**src/rtl/spi_master_pkg.sv**
```systemverilog
package spi_master_pkg;

  localparam int BYTE_W = 8;

  // control register bit positions
  localparam int CB_RATE0  = 0;
  localparam int CB_RATE1  = 1;
  localparam int CB_PHASE  = 2;
  localparam int CB_POL    = 3;
  localparam int CB_MASTER = 4;
  localparam int CB_LSBF   = 5;
  localparam int CB_EN     = 6;
  localparam int CB_IE     = 7;

  // status register bit positions
  localparam int SB_COL  = 6;
  localparam int SB_DONE = 7;

  typedef struct packed {
    logic [1:0] rate;
    logic       cpha;
    logic       cpol;
    logic       lsb_first;
  } xfer_mode_t;

  // system clocks per half serial-clock period
  function automatic int half_period(input logic [1:0] sel);
    case (sel)
      2'd0:    return 2;
      2'd1:    return 8;
      2'd2:    return 32;
      default: return 64;
    endcase
  endfunction

endpackage

```
**src/rtl/spi_rate_tick.sv**
```systemverilog
module spi_rate_tick
  import spi_master_pkg::*;
#(
  parameter int CNT_W = 7
) (
  input  logic       clk,
  input  logic       rst_n,
  input  logic       run,
  input  logic [1:0] rate,
  output logic       tick
);

  logic [CNT_W-1:0] cnt_q;
  logic [CNT_W-1:0] limit;

  assign limit = CNT_W'(half_period(rate) - 1);
  assign tick  = run && (cnt_q == limit);

  always_ff @(posedge clk or negedge rst_n) begin
    if (!rst_n) begin
      cnt_q <= '0;
    end else if (!run || tick) begin
      cnt_q <= '0;
    end else begin
      cnt_q <= cnt_q + 1'b1;
    end
  end

  // every half period is at least two system clocks
  assert_tick_gap_R4: assert property (@(posedge clk) disable iff (!rst_n)
    tick |=> !tick);

endmodule

```
**src/rtl/spi_shift_engine.sv**
```systemverilog
module spi_shift_engine
  import spi_master_pkg::*;
#(
  parameter int DATA_W = BYTE_W
) (
  input  logic              clk,
  input  logic              rst_n,
  input  logic              start,
  input  logic [DATA_W-1:0] tx_byte,
  input  xfer_mode_t        mode_in,
  input  logic              tick,
  input  logic              miso,
  output logic              busy,
  output logic              done,
  output logic [DATA_W-1:0] rx_byte,
  output xfer_mode_t        mode_q,
  output logic              sck_lvl,
  output logic              mosi
);

  localparam int EDGES = 2 * DATA_W;
  localparam int EW    = $clog2(EDGES);

  logic              busy_q;
  logic [EW-1:0]     edge_q;
  logic [DATA_W-1:0] tx_q;
  logic [DATA_W-1:0] rx_q;
  logic              sck_q;
  xfer_mode_t        mode_r;

  logic              lead_edge;
  logic              first_edge;
  logic              last_edge;
  logic              sample_now;
  logic              shift_now;
  logic [DATA_W-1:0] rx_in;

  assign lead_edge  = ~edge_q[0];
  assign first_edge = (edge_q == '0);
  assign last_edge  = (edge_q == EW'(EDGES - 1));
  assign sample_now = tick && (mode_r.cpha ? !lead_edge : lead_edge);
  assign shift_now  = tick && (mode_r.cpha ? (lead_edge && !first_edge) : !lead_edge);
  assign rx_in      = mode_r.lsb_first ? {miso, rx_q[DATA_W-1:1]}
                                       : {rx_q[DATA_W-2:0], miso};

  always_ff @(posedge clk or negedge rst_n) begin
    if (!rst_n) begin
      busy_q <= 1'b0;
      edge_q <= '0;
      tx_q   <= '0;
      rx_q   <= '0;
      sck_q  <= 1'b0;
      mode_r <= '0;
    end else if (start) begin
      busy_q <= 1'b1;
      edge_q <= '0;
      tx_q   <= tx_byte;
      rx_q   <= '0;
      sck_q  <= mode_in.cpol;
      mode_r <= mode_in;
    end else if (busy_q && tick) begin
      sck_q  <= ~sck_q;
      edge_q <= edge_q + 1'b1;
      if (sample_now) rx_q <= rx_in;
      if (shift_now) begin
        tx_q <= mode_r.lsb_first ? (tx_q >> 1) : (tx_q << 1);
      end
      if (last_edge) busy_q <= 1'b0;
    end
  end

  assign busy    = busy_q;
  assign done    = busy_q && tick && last_edge;
  assign rx_byte = sample_now ? rx_in : rx_q;
  assign mode_q  = mode_r;
  assign sck_lvl = sck_q;
  assign mosi    = mode_r.lsb_first ? tx_q[0] : tx_q[DATA_W-1];

  assert_start_idle_R6: assert property (@(posedge clk) disable iff (!rst_n)
    start |-> !busy_q);
  assert_done_ends_R3: assert property (@(posedge clk) disable iff (!rst_n)
    done |=> !busy_q);
  assert_mode_hold_R6: assert property (@(posedge clk) disable iff (!rst_n)
    (busy_q && $past(busy_q)) |-> $stable(mode_r));

endmodule

```
**src/rtl/spi_status_flags.sv**
```systemverilog
module spi_status_flags (
  input  logic clk,
  input  logic rst_n,
  input  logic set_done,
  input  logic set_col,
  input  logic stat_rd,
  input  logic data_acc,
  input  logic irq_ack,
  output logic done_f,
  output logic col_f
);

  logic done_q, col_q;
  logic mark_done_q, mark_col_q;

  always_ff @(posedge clk or negedge rst_n) begin
    if (!rst_n) begin
      done_q      <= 1'b0;
      col_q       <= 1'b0;
      mark_done_q <= 1'b0;
      mark_col_q  <= 1'b0;
    end else begin
      if (stat_rd) begin
        mark_done_q <= done_q;
        mark_col_q  <= col_q;
      end else if (data_acc || irq_ack) begin
        mark_done_q <= 1'b0;
        mark_col_q  <= mark_col_q && !data_acc;
      end
      // a new event wins over any clear in the same cycle
      if (set_done) begin
        done_q <= 1'b1;
      end else if (irq_ack || (data_acc && mark_done_q)) begin
        done_q <= 1'b0;
      end
      if (set_col) begin
        col_q <= 1'b1;
      end else if (data_acc && mark_col_q) begin
        col_q <= 1'b0;
      end
    end
  end

  assign done_f = done_q;
  assign col_f  = col_q;

  assert_marked_clear_R7: assert property (@(posedge clk) disable iff (!rst_n)
    (data_acc && !stat_rd && mark_done_q && !set_done) |=> !done_q);
  assert_unmarked_keep_R7: assert property (@(posedge clk) disable iff (!rst_n)
    (done_q && !mark_done_q && !stat_rd && !irq_ack) |=> done_q);
  assert_ack_clear_R9: assert property (@(posedge clk) disable iff (!rst_n)
    (irq_ack && !set_done) |=> !done_q);
  assert_col_set_R6: assert property (@(posedge clk) disable iff (!rst_n)
    set_col |=> col_q);

endmodule

```
**src/rtl/spi_byte_master.sv**
```systemverilog
module spi_byte_master
  import spi_master_pkg::*;
#(
  parameter int              ADDR_W    = 8,
  parameter logic [ADDR_W-1:0] BASE_ADDR = 8'h2D,
  parameter int              DIV_W     = 7
) (
  input  logic              clk,
  input  logic              rst_n,
  input  logic [ADDR_W-1:0] bus_addr,
  input  logic              bus_wr,
  input  logic              bus_rd,
  input  logic [BYTE_W-1:0] bus_wdata,
  output logic [BYTE_W-1:0] bus_rdata,
  input  logic              irq_ack,
  output logic              irq,
  output logic              sck,
  output logic              mosi,
  input  logic              miso
);

  localparam logic [ADDR_W-1:0] CTRL_ADDR = BASE_ADDR;
  localparam logic [ADDR_W-1:0] STAT_ADDR = BASE_ADDR + ADDR_W'(1);
  localparam logic [ADDR_W-1:0] DATA_ADDR = BASE_ADDR + ADDR_W'(2);

  logic [BYTE_W-1:0] ctrl_q;
  logic [BYTE_W-1:0] data_q;
  logic [BYTE_W-1:0] stat_byte;
  logic [BYTE_W-1:0] rx_byte;

  logic sel_ctrl, sel_stat, sel_data;
  logic data_wr, data_acc, start, collide;
  logic busy, done, tick, sck_lvl;
  logic done_f, col_f;
  xfer_mode_t mode_now, mode_q;

  assign sel_ctrl = (bus_addr == CTRL_ADDR);
  assign sel_stat = (bus_addr == STAT_ADDR);
  assign sel_data = (bus_addr == DATA_ADDR);

  assign data_wr  = bus_wr && sel_data;
  assign data_acc = (bus_wr || bus_rd) && sel_data;
  assign start    = data_wr && !busy && ctrl_q[CB_EN];
  assign collide  = data_wr && busy;

  assign mode_now.rate      = {ctrl_q[CB_RATE1], ctrl_q[CB_RATE0]};
  assign mode_now.cpha      = ctrl_q[CB_PHASE];
  assign mode_now.cpol      = ctrl_q[CB_POL];
  assign mode_now.lsb_first = ctrl_q[CB_LSBF];

  always_ff @(posedge clk or negedge rst_n) begin
    if (!rst_n) begin
      ctrl_q <= '0;
      data_q <= '0;
    end else begin
      if (bus_wr && sel_ctrl) ctrl_q <= bus_wdata;
      if (done) begin
        data_q <= rx_byte;
      end else if (data_wr && !busy) begin
        data_q <= bus_wdata;
      end
    end
  end

  spi_rate_tick #(.CNT_W(DIV_W)) u_rate (
    .clk   (clk),
    .rst_n (rst_n),
    .run   (busy),
    .rate  (mode_q.rate),
    .tick  (tick)
  );

  spi_shift_engine #(.DATA_W(BYTE_W)) u_shift (
    .clk     (clk),
    .rst_n   (rst_n),
    .start   (start),
    .tx_byte (bus_wdata),
    .mode_in (mode_now),
    .tick    (tick),
    .miso    (miso),
    .busy    (busy),
    .done    (done),
    .rx_byte (rx_byte),
    .mode_q  (mode_q),
    .sck_lvl (sck_lvl),
    .mosi    (mosi)
  );

  spi_status_flags u_flags (
    .clk      (clk),
    .rst_n    (rst_n),
    .set_done (done),
    .set_col  (collide),
    .stat_rd  (bus_rd && sel_stat),
    .data_acc (data_acc),
    .irq_ack  (irq_ack),
    .done_f   (done_f),
    .col_f    (col_f)
  );

  always_comb begin
    stat_byte          = '0;
    stat_byte[SB_DONE] = done_f;
    stat_byte[SB_COL]  = col_f;
  end

  always_comb begin
    bus_rdata = '0;
    if (bus_rd) begin
      if (sel_ctrl)      bus_rdata = ctrl_q;
      else if (sel_stat) bus_rdata = stat_byte;
      else if (sel_data) bus_rdata = data_q;
    end
  end

  assign irq = ctrl_q[CB_EN] && ctrl_q[CB_IE] && done_f;
  assign sck = busy ? sck_lvl : ctrl_q[CB_POL];

  assert_collide_keeps_R6: assert property (@(posedge clk) disable iff (!rst_n)
    (collide && !done) |=> (busy && $stable(data_q)));
  assert_disabled_no_start_R10: assert property (@(posedge clk) disable iff (!rst_n)
    (data_wr && !ctrl_q[CB_EN] && !busy) |=> !busy);
  assert_done_loads_R3: assert property (@(posedge clk) disable iff (!rst_n)
    done |=> done_f);

endmodule

```
**config.mk**
```make
export PLATFORM = sky130hd
export DESIGN_NAME = spi_byte_master
export DESIGN_NICKNAME = d
export VERILOG_FILES = /design/src/rtl/spi_master_pkg.sv /design/src/rtl/spi_rate_tick.sv /design/src/rtl/spi_shift_engine.sv /design/src/rtl/spi_status_flags.sv /design/src/rtl/spi_byte_master.sv
export SDC_FILE = /design/constraint.sdc
export NUM_CORES = 1
export LEC_CHECK = 0
export BUFFER_PORTS_ARGS = -buffer_cell sky130_fd_sc_hd__buf_2
export CORE_ASPECT_RATIO = 0.5
export CORE_MARGIN = 1
export CORE_UTILIZATION = 65
export CTS_BUF_LIST = sky130_fd_sc_hd__clkbuf_2 sky130_fd_sc_hd__clkbuf_4 sky130_fd_sc_hd__clkbuf_8
export DETAILED_ROUTE_END_ITERATION = 8
export HOLD_SLACK_MARGIN = 0.02
export PLACE_DENSITY_LB_ADDON = 0.25
export SLEW_MARGIN = 30
export SYNTH_ARGS = -nofsm -noshare
export SYNTH_HDL_FRONTEND = slang
export SYNTH_SLANG_ARGS = --single-unit
```
**constraint.sdc**
```tcl
create_clock -name clk -period 3.4 [get_ports clk]
set_input_delay 0.68 -clock clk [delete_from_list [all_inputs] [get_ports clk]]
set_output_delay 0.68 -clock clk [all_outputs]
set_load 0.02 [all_outputs]
```
==> out/metrics.yaml, run 1 <==
path_class: "primary input to output port"
synth.avg_cell_area_sq_um: 10.66
start_kind: "primary input"
syn-instance-count: 274
io_pins: 33
synthSimpleGateAreaFrac: 0.1585
cts_buffer_depth: 2
synth_xor_area_frac: 0.02699
vias: 2176
drt_pass1_iterations: 4
io_buffers: 32
hold_class: "primary input to asynchronous set/reset pin"
cts_tree: "done"
clkTransAtPathRegs_ns: 0.09
core_area_sq_um: 4104
root_buffer: "clkbuf_8"
ant_nets: 0
fin_crit_ns: 2.598
arrival_ns: 1.92
max_freq_mhz: 385.0
ir_worst_vdd_v: 0.0002417
multi_input_area_sq_um: 1516
crit_top_cell: "buf_2"
yosysWarnings: 0
track_usage: 0.2963
p_switching_uw: 255.8
drive_gt1_frac: 0.2393
drt_iter0_drc: 91
post-dp-hpwl_microns: 4549
crit_chain: "buf_2 -> nand4b_1 -> nor3_2 -> nand3_1 -> nor2_1 -> buf_2"
setup_viol: 0
yosys_register_bits: 53
syn_to_final_growth_pct: 9.854
ctsHoldBuffers: 0
die_x_microns: 96.79
critPathMaxStageDelay_ns: 0.33
antenna_found_initial: 0
grt_max_degree: 35
ctsResizeCount: 0
syn_area_sq_um: 2920
synth_compound_area_frac: 0.1135
cts.sinks: 53
critPathMaxFanout: 6
nFillCells: 265
crit_required_ns: 2.72
setup.worst_path.end_class: "output port"
post_cts_buffers: 0
die_y_microns: 49.40
regArea_sq_um: 1326
drv_cap: 0
cp_slowest_cell: "nand3_1"
p_leak_nw: 1.502
clk_latency_ns: 0.32
rows: 16
avgRoutedWirePerCell_microns: 17.27
combPwrFrac: 0.055
layout_common_cells: "dfrtp_1 (53), mux2i_1 (38), buf_2 (32), nor2_1 (28), nand2_1 (24)"
syn-num-nets: 299
p_sw_frac: 0.2358
muxShareOfSynthArea: 0.2074
finalWirelength_microns: 6201
drc: 0
fin_setup_tns_ns: 0
nets: 329
worst_pin_slew_ns: 0.7535
die-area_sq_um: 4781
hold_viol_final: 0
start_util: 0.7116
relSlewSlack: 0.4977
ys_types: 44
grt_pass1_wl_microns: 10870
seq_area_frac_synth: 0.4542
status: "completed"
p_seq_frac: 0.595
overflow: 0
drv_slew: 0
internal-power_uw: 828.8
period_share: 0.7640
viasPerCell: 6.061
finalClockSkew_ns: 0.01069
htree_levels: 2
layout_commonest_cell: "dfrtp_1"
fin_util: 0.7817
routabilityCongestion: 0.8289
clkPwrFrac: 0.350
power_density_nw_per_um2: 338.1
rsz0062_at_grt: "no"
synthAdderAreaFrac: 0.01285
grt_pass1_vias: 2200
synth_top_family_by_area: "multiplexers"
diodes: 0
cts-buffers-inserted: 5
routing by layer:
layer,GRT usage,share of wire,routed length [microns]
met1,0.4171,0.49,3029
met5,0,0,0
met2,0.4707,0.45,2816
met3,0.06734,0.043,267
met4,0.07214,0.014,88
cell families after synthesis:
group | count (synthesis)
buffers and inverters | 18
multiplexers | 57
flip-flops | 53
AO/OA/AOI/OAI | 44
AND/OR/NAND/NOR | 90
adder cells (fa/ha/maj) | 3
XOR/XNOR | 9
path summary, 6_finish.rpt:
check                                               from                     endpoint  slack [ns]  cells after the start
min                                                rst_n    u_rate.cnt_q[4]$_DFF_PN0_        0.42                      1
min reg2reg                    u_rate.cnt_q[0]$_DFF_PN0_    u_rate.cnt_q[0]$_DFF_PN0_        0.50                      1
max                                          bus_addr[4]                 bus_rdata[2]        0.80                      6
min in group clk               u_rate.cnt_q[0]$_DFF_PN0_    u_rate.cnt_q[0]$_DFF_PN0_        0.50                      1
max reg2reg                u_shift.edge_q[0]$_DFFE_PN0P_  u_shift.tx_q[4]$_DFFE_PN0P_        1.40                      7
max in group asynchronous                          rst_n        ctrl_q[0]$_DFFE_PN0P_        2.23                      2
power by group through the flow:
stage | registers (mW) | clock network [mW] | logic, mW
floorplan | 0.655 | 0 | 0.0267
global placement | 0.657 | 0 | 0.0584
detailed placement | 0.658 | 0 | 0.0601
CTS | 0.645 | 0.386 | 0.0604
global route | 0.647 | 0.406 | 0.0671
finish | 0.645 | 0.379 | 0.0598
sequential cells by signal (all words and copies together) (netlist names):
register             flops
ctrl_q                   8
data_q                   8
u_flags.col_f            1
u_flags.done_f           1
u_flags.mark_col_q       1
u_flags.mark_done_q      1
u_rate.cnt_q             7
u_shift.busy             1
u_shift.edge_q           4
u_shift.mode_q           4
u_shift.rx_q             8
u_shift.sck_lvl          1
u_shift.tx_q             8
synthesized netlist by cell type (all sizes together):
master	number	area, sq um
a21oi	10	53.80
a22o	1	8.760
a22oi	2	15.01
a31o	1	8.760
a32o	2	20.02
and2	4	25.02
and3	5	32.53
and3b	1	8.760
and4	1	8.760
buf	8	40.04
clkbuf	3	11.26
dfrtp	53	1326
ha	3	37.54
inv	7	26.28
mux2	18	202.7
mux2i	39	402.9
nand2	26	102.6
nand2b	2	12.51
nand3	12	65.06
nand3b	1	7.510
nand4	1	6.260
nand4b	1	8.760
nor2	29	125.1
nor2b	3	18.77
nor3	2	26.28
nor3b	2	15.01
o2111ai	2	17.52
o211ai	3	41.29
o21ai	13	65.06
o2bb2ai	8	70.07
o311a	1	10.01
o31ai	1	21.27
xnor2	5	43.79
xor2	4	35.03
stage by stage:
stage	power (mW)	cells	setup WS, ns	hold slack (ns)	area [sq um]
after floorplan	0.6819	274	1.164	0.3844	2920
final	1.085	359	0.8025	0.4216	3208
after global placement	0.7153	351	0.8827	0.4680	3112
after global routing	1.120	359	0.6754	0.4950	3208
after detailed placement	0.7177	351	0.7941	0.4835	3112
after CTS	1.091	359	0.7947	0.4492	3208
layout make-up:
class,count,share of cell area
Inverter,7,0.008190
Sequential cell,53,0.4134
Timing Repair Buffer,34,0.05460
Clock inverter,2,0.004290
Clock buffer,6,0.02574
Tap cell,54,0.02106
Multi-Input combinational cell,203,0.4727
worst max-delay path, delay by kind of cell:
| family | cells | cell delay (ns) |
|---|---|---|
| buf+inv | 2 | 0.27 |
| simple gates | 4 | 0.97 |
No activity file was read; power rests on OpenSTA's default activity.
==> run 2: changes to the inputs <==
- CORE_UTILIZATION: 65 -> 61
- clock period: 3.4 -> 2.45 ns (I/O delays scaled with it)
==> out/metrics.yaml, run 2 (synthesis results as in run 1) <==
status: "completed"
ant_nets: 0
ff2ff_path_depth: 7
viasPerCell: 5.833
overflow: 0
critPathLaunch: "bus_addr[4]"
path_class: "primary input to output port"
cts_buffer_depth: 2
finalClockSkew_ns: 0.008000
drt_pass1_iterations: 4
syn_to_final_growth_pct: 11.05
avgRoutedWirePerCell_microns: 17.18
drive_gt1_frac: 0.2418
period_share: 0.9146
nFillCells: 320
crit_chain: "buf_2 -> nand4b_1 -> nor3_2 -> nand3_1 -> nor2_1 -> buf_2"
fin_setup_tns_ns: 0
multi_input_area_sq_um: 1516
grt_max_degree: 28
worst_pin_slew_ns: 0.6510
crit_required_ns: 1.96
ir_worst_vdd_v: 0.0003483
p_seq_frac: 0.596
grt_pass1_vias: 2070
rsz0062_at_grt: "no"
nets: 330
cts.sinks: 53
layout_common_cells: "dfrtp_1 (53), mux2i_1 (38), buf_2 (32), nor2_1 (28), nand2_1 (24)"
p_sw_frac: 0.2335
root_buffer: "clkbuf_8"
start_kind: "primary input"
internal-power_mw: 1.152
hold_viol_final: 0
htree_levels: 2
setup_viol: 0
p_switching_uw: 351.0
cts_tree: "done"
die_y_microns: 50.93
worstReg2RegEnd: "u_shift.tx_q[5]$_DFFE_PN0P_"
ctsHoldBuffers: 0
post-dp-hpwl_microns: 4680
worstReg2RegStart: "u_shift.edge_q[0]$_DFFE_PN0P_"
r2r_slack_ns: 0.53
arrival_ns: 1.75
cts-buffers-inserted: 5
drv_cap: 0
combPwrFrac: 0.057
hold_class: "primary input to asynchronous set/reset pin"
io_pins: 33
track_usage: 0.2721
ctsResizeCount: 0
drc: 0
clk_latency_ns: 0.31
drt_iter0_drc: 62
clkPwrFrac: 0.347
critPathMaxFanout: 6
place_area_sq_um: 3147
post_cts_buffers: 0
crit_top_cell: "buf_2"
setup.worst_path.end_class: "output port"
relSlewSlack: 0.5660
io_buffers: 32
rows: 17
core_area_sq_um: 4488
layout_commonest_cell: "dfrtp_1"
fin_crit_ns: 2.241
routabilityCongestion: 0.7875
design_area_sq_um: 3243
clkTransAtPathRegs_ns: 0.10
finalWirelength_microns: 6391
grt_pass1_wl_microns: 10280
cp_slowest_cell: "nand3_1"
die_x_microns: 99.85
critPathMaxStageDelay_ns: 0.34
regArea_sq_um: 1326
p_leak_nw: 1.512
max_freq_mhz: 446.3
drv_slew: 0
vias: 2170
power_density_nw_per_um2: 463.5
diodes: 0
start_util: 0.6507
antenna_found_initial: 0
die-area_sq_um: 5085
==> run 2: cell types whose count changed in the layout (fill, tap and decap cells not counted), sizes merged <==
| cell | change |
|---|---|
| buf | +1 |
==> run 2: power by group through the flow <==
stage | logic (mW) | registers [mW] | clock network [mW]
2_1_floorplan | 0.0370 | 0.909 | 0
3_3_place_gp | 0.0842 | 0.912 | 0
3_5_place_dp | 0.0860 | 0.913 | 0
4_1_cts | 0.0865 | 0.896 | 0.534
5_1_grt | 0.0950 | 0.897 | 0.560
6_report | 0.0852 | 0.896 | 0.522
==> run 2: critical path, delay by kind of cell <==
| kind | cells | cell delay (ns) |
|---|---|---|
| buffers and inverters | 2 | 0.27 |
| and+or+nand+nor | 4 | 0.98 |
==> run 2: layout make-up <==
class,instances,area share
Inverter,7,0.008102
Clock inverter,2,0.004244
Multi-Input combinational cell,203,0.4676
Tap cell,66,0.02546
Timing Repair Buffer,35,0.06019
Clock buffer,6,0.02546
Sequential cell,53,0.4090
==> run 2: worst max-delay path by stage <==
| stage | to | slack (ns) | cells after the start |
|---|---|---|---|
| floorplan | bus_rdata[0] | 0.59 | 4 |
| global placement | bus_rdata[0] | 0.23 | 6 |
| detailed placement | bus_rdata[3] | 0.21 | 6 |
| CTS | bus_rdata[3] | 0.21 | 6 |
| global route | bus_rdata[2] | 0.09 | 6 |
| finish | bus_rdata[2] | 0.21 | 6 |
==> run 2: metal layers <==
layer,share of wire,wire length [microns],up-vias,global-route usage
li1,-,-,1044,-
met1,0.47,2999,1071,0.3782
met2,0.47,3009,47,0.4402
met3,0.047,303,8,0.05472
met4,0.012,78,0,0.07598
met5,0,0,-,0
==> run 2: through the flow <==
stage	std cells	hold WS [ns]	setup slack (ns)	power (mW)	utilization
after floorplan	274	0.1944	0.5944	0.9463	-
after global placement	364	0.4664	0.2276	0.9961	0.7011
after detailed placement	364	0.4899	0.2130	0.9989	0.7011
after CTS	372	0.2070	0.2087	1.516	0.7226
after global routing	372	0.2502	0.09111	1.553	0.7226
final	372	0.1951	0.2093	1.503	0.7226
==> run 3: changes to the inputs <==
- CORE_MARGIN: 1 -> not set
- CTS_CLUSTER_SIZE: not set -> 12
- clock period: 2.45 -> 2.5 ns (I/O delays scaled with it)
==> out/metrics.yaml, run 3 (synthesis results as in run 1) <==
status: "completed"
p_leak_nw: 1.504
rsz0062_at_grt: "no"
finalWirelength_microns: 6394
grt_pass1_wl_microns: 10710
root_buffer: "clkbuf_8"
nFillCells: 335
layout_commonest_cell: "dfrtp_1"
post-place-ws_ns: 0.2202
io_buffers: 32
start_util: 0.6507
cts_buffer_depth: 2
viasPerCell: 5.852
die_y_microns: 50.93
avgRoutedWirePerCell_microns: 17.19
design_area_sq_um: 3232
drv_cap: 0
core_area_sq_um: 4488
power.total_mw: 1.462
drt_pass1_iterations: 4
start_kind: "primary input"
ctsResizeCount: 0
clkTransAtPathRegs_ns: 0.09
power_density_nw_per_um2: 452.4
path_delay_family: "simple AND/OR/NAND/NOR gates"
period_share: 0.9329
crit_chain: "buf_2 -> nand4b_1 -> nor3_2 -> nand3_1 -> nor2_1 -> buf_2"
setup_viol: 0
drc: 0
overflow: 0
relSlewSlack: 0.5543
critPathMaxFanout: 6
die_x_microns: 99.85
hold_viol_final: 0
htree_levels: 2
nets: 331
highest_layer: "met4"
vias: 2177
crit_top_cell: "buf_2"
wl_met2_microns: 2838
max_freq_mhz: 428.8
drt-met1-wl_microns: 3139
cts_tree: "done"
post_cts_buffers: 0
grt_pass1_vias: 2130
place_area_sq_um: 3142
hold_class: "primary input to asynchronous set/reset pin"
ir_worst_vdd_v: 0.0002460
arrival_ns: 1.83
rows: 17
fin_crit_ns: 2.332
cts-buffers-inserted: 5
drv_slew: 0
wl_met3_microns: 324
clk_latency_ns: 0.31
path_class: "primary input to output port"
ctsHoldBuffers: 0
io_pins: 33
grt_max_degree: 31
layout_common_cells: "dfrtp_1 (53), mux2i_1 (38), buf_2 (32), nor2_1 (28), nand2_1 (24)"
finalClockSkew_ns: 0.003962
post-dp-hpwl_microns: 4652
critPathMaxStageDelay_ns: 0.36
worst_pin_slew_ns: 0.6686
antenna_found_initial: 0
ant_nets: 0
drive_gt1_frac: 0.2418
setup.worst_path.end_class: "output port"
crit_required_ns: 2.00
drt_iter0_drc: 133
syn_to_final_growth_pct: 10.67
diodes: 0
setup_ws_ns: 0.1676
cts.sinks: 53
routabilityCongestion: 0.7951
track_usage: 0.2852
fin_setup_tns_ns: 0
cp_num_buf_inv: 2
die-area_sq_um: 5085
cp_slowest_cell: "nand3_1"
[run 3: routing by layer]
layer	vias to the layer above	global-route usage
li1	1035	-
met1	1073	0.3941
met2	60	0.4517
met3	9	0.05335
met4	0	0.1103
met5	-	0
[run 3: where the power goes]
part / internal [mW] / switching (mW)
Clock: 0.219 / 0.282
Combinational: 0.0349 / 0.0480
Sequential: 0.868 / 0.00980
[run 3: worst register-to-register path, cell delays in order, from the launching register on]
cell and delay [ns]:
dfrtp_1 0.46, inv_1 0.13, ha_1 0.15, inv_1 0.04, o311a_1 0.32, o211ai_4 0.39
mux2i_1 0.23, o21ai_0 0.10
[run 3: metrics by stage]
stage	utilization	instances	hold slack [ns]
6_report	0.7201	372	0.2110
5_1_grt	0.7201	372	0.2504
4_1_cts	0.7201	372	0.2275
3_5_place_dp	0.7000	365	0.4819
3_3_place_gp	0.7000	365	0.4678
2_1_floorplan	-	274	0.2044
[run 3: final cells by class]
class,count,area [sq um],area share
Sequential cell,53,1326,0.4104
Clock inverter,1,7.507,0.002323
Tap cell,66,82.58,0.02555
Clock buffer,6,82.58,0.02555
Timing Repair Buffer,36,190.2,0.05885
Inverter,7,26.28,0.008130
Multi-Input combinational cell,203,1516,0.4692
[run 3: worst paths after layout]
path                       depth (start not counted)                          start                             to  slack [ns]
max in group asynchronous                          2                          rst_n  u_shift.mode_q[2]$_DFFE_PN0N_        1.61
min in group clk                                   3                   bus_wdata[7]    u_shift.tx_q[7]$_DFFE_PN0P_        0.42
hold reg to reg                                    1      u_rate.cnt_q[0]$_DFF_PN0_      u_rate.cnt_q[0]$_DFF_PN0_        0.49
setup / recovery                                   6                    bus_addr[4]                   bus_rdata[2]        0.17
setup reg to reg                                   7  u_shift.edge_q[0]$_DFFE_PN0P_    u_shift.tx_q[3]$_DFFE_PN0P_        0.57
hold / removal                                     1                          rst_n      u_rate.cnt_q[4]$_DFF_PN0_        0.21
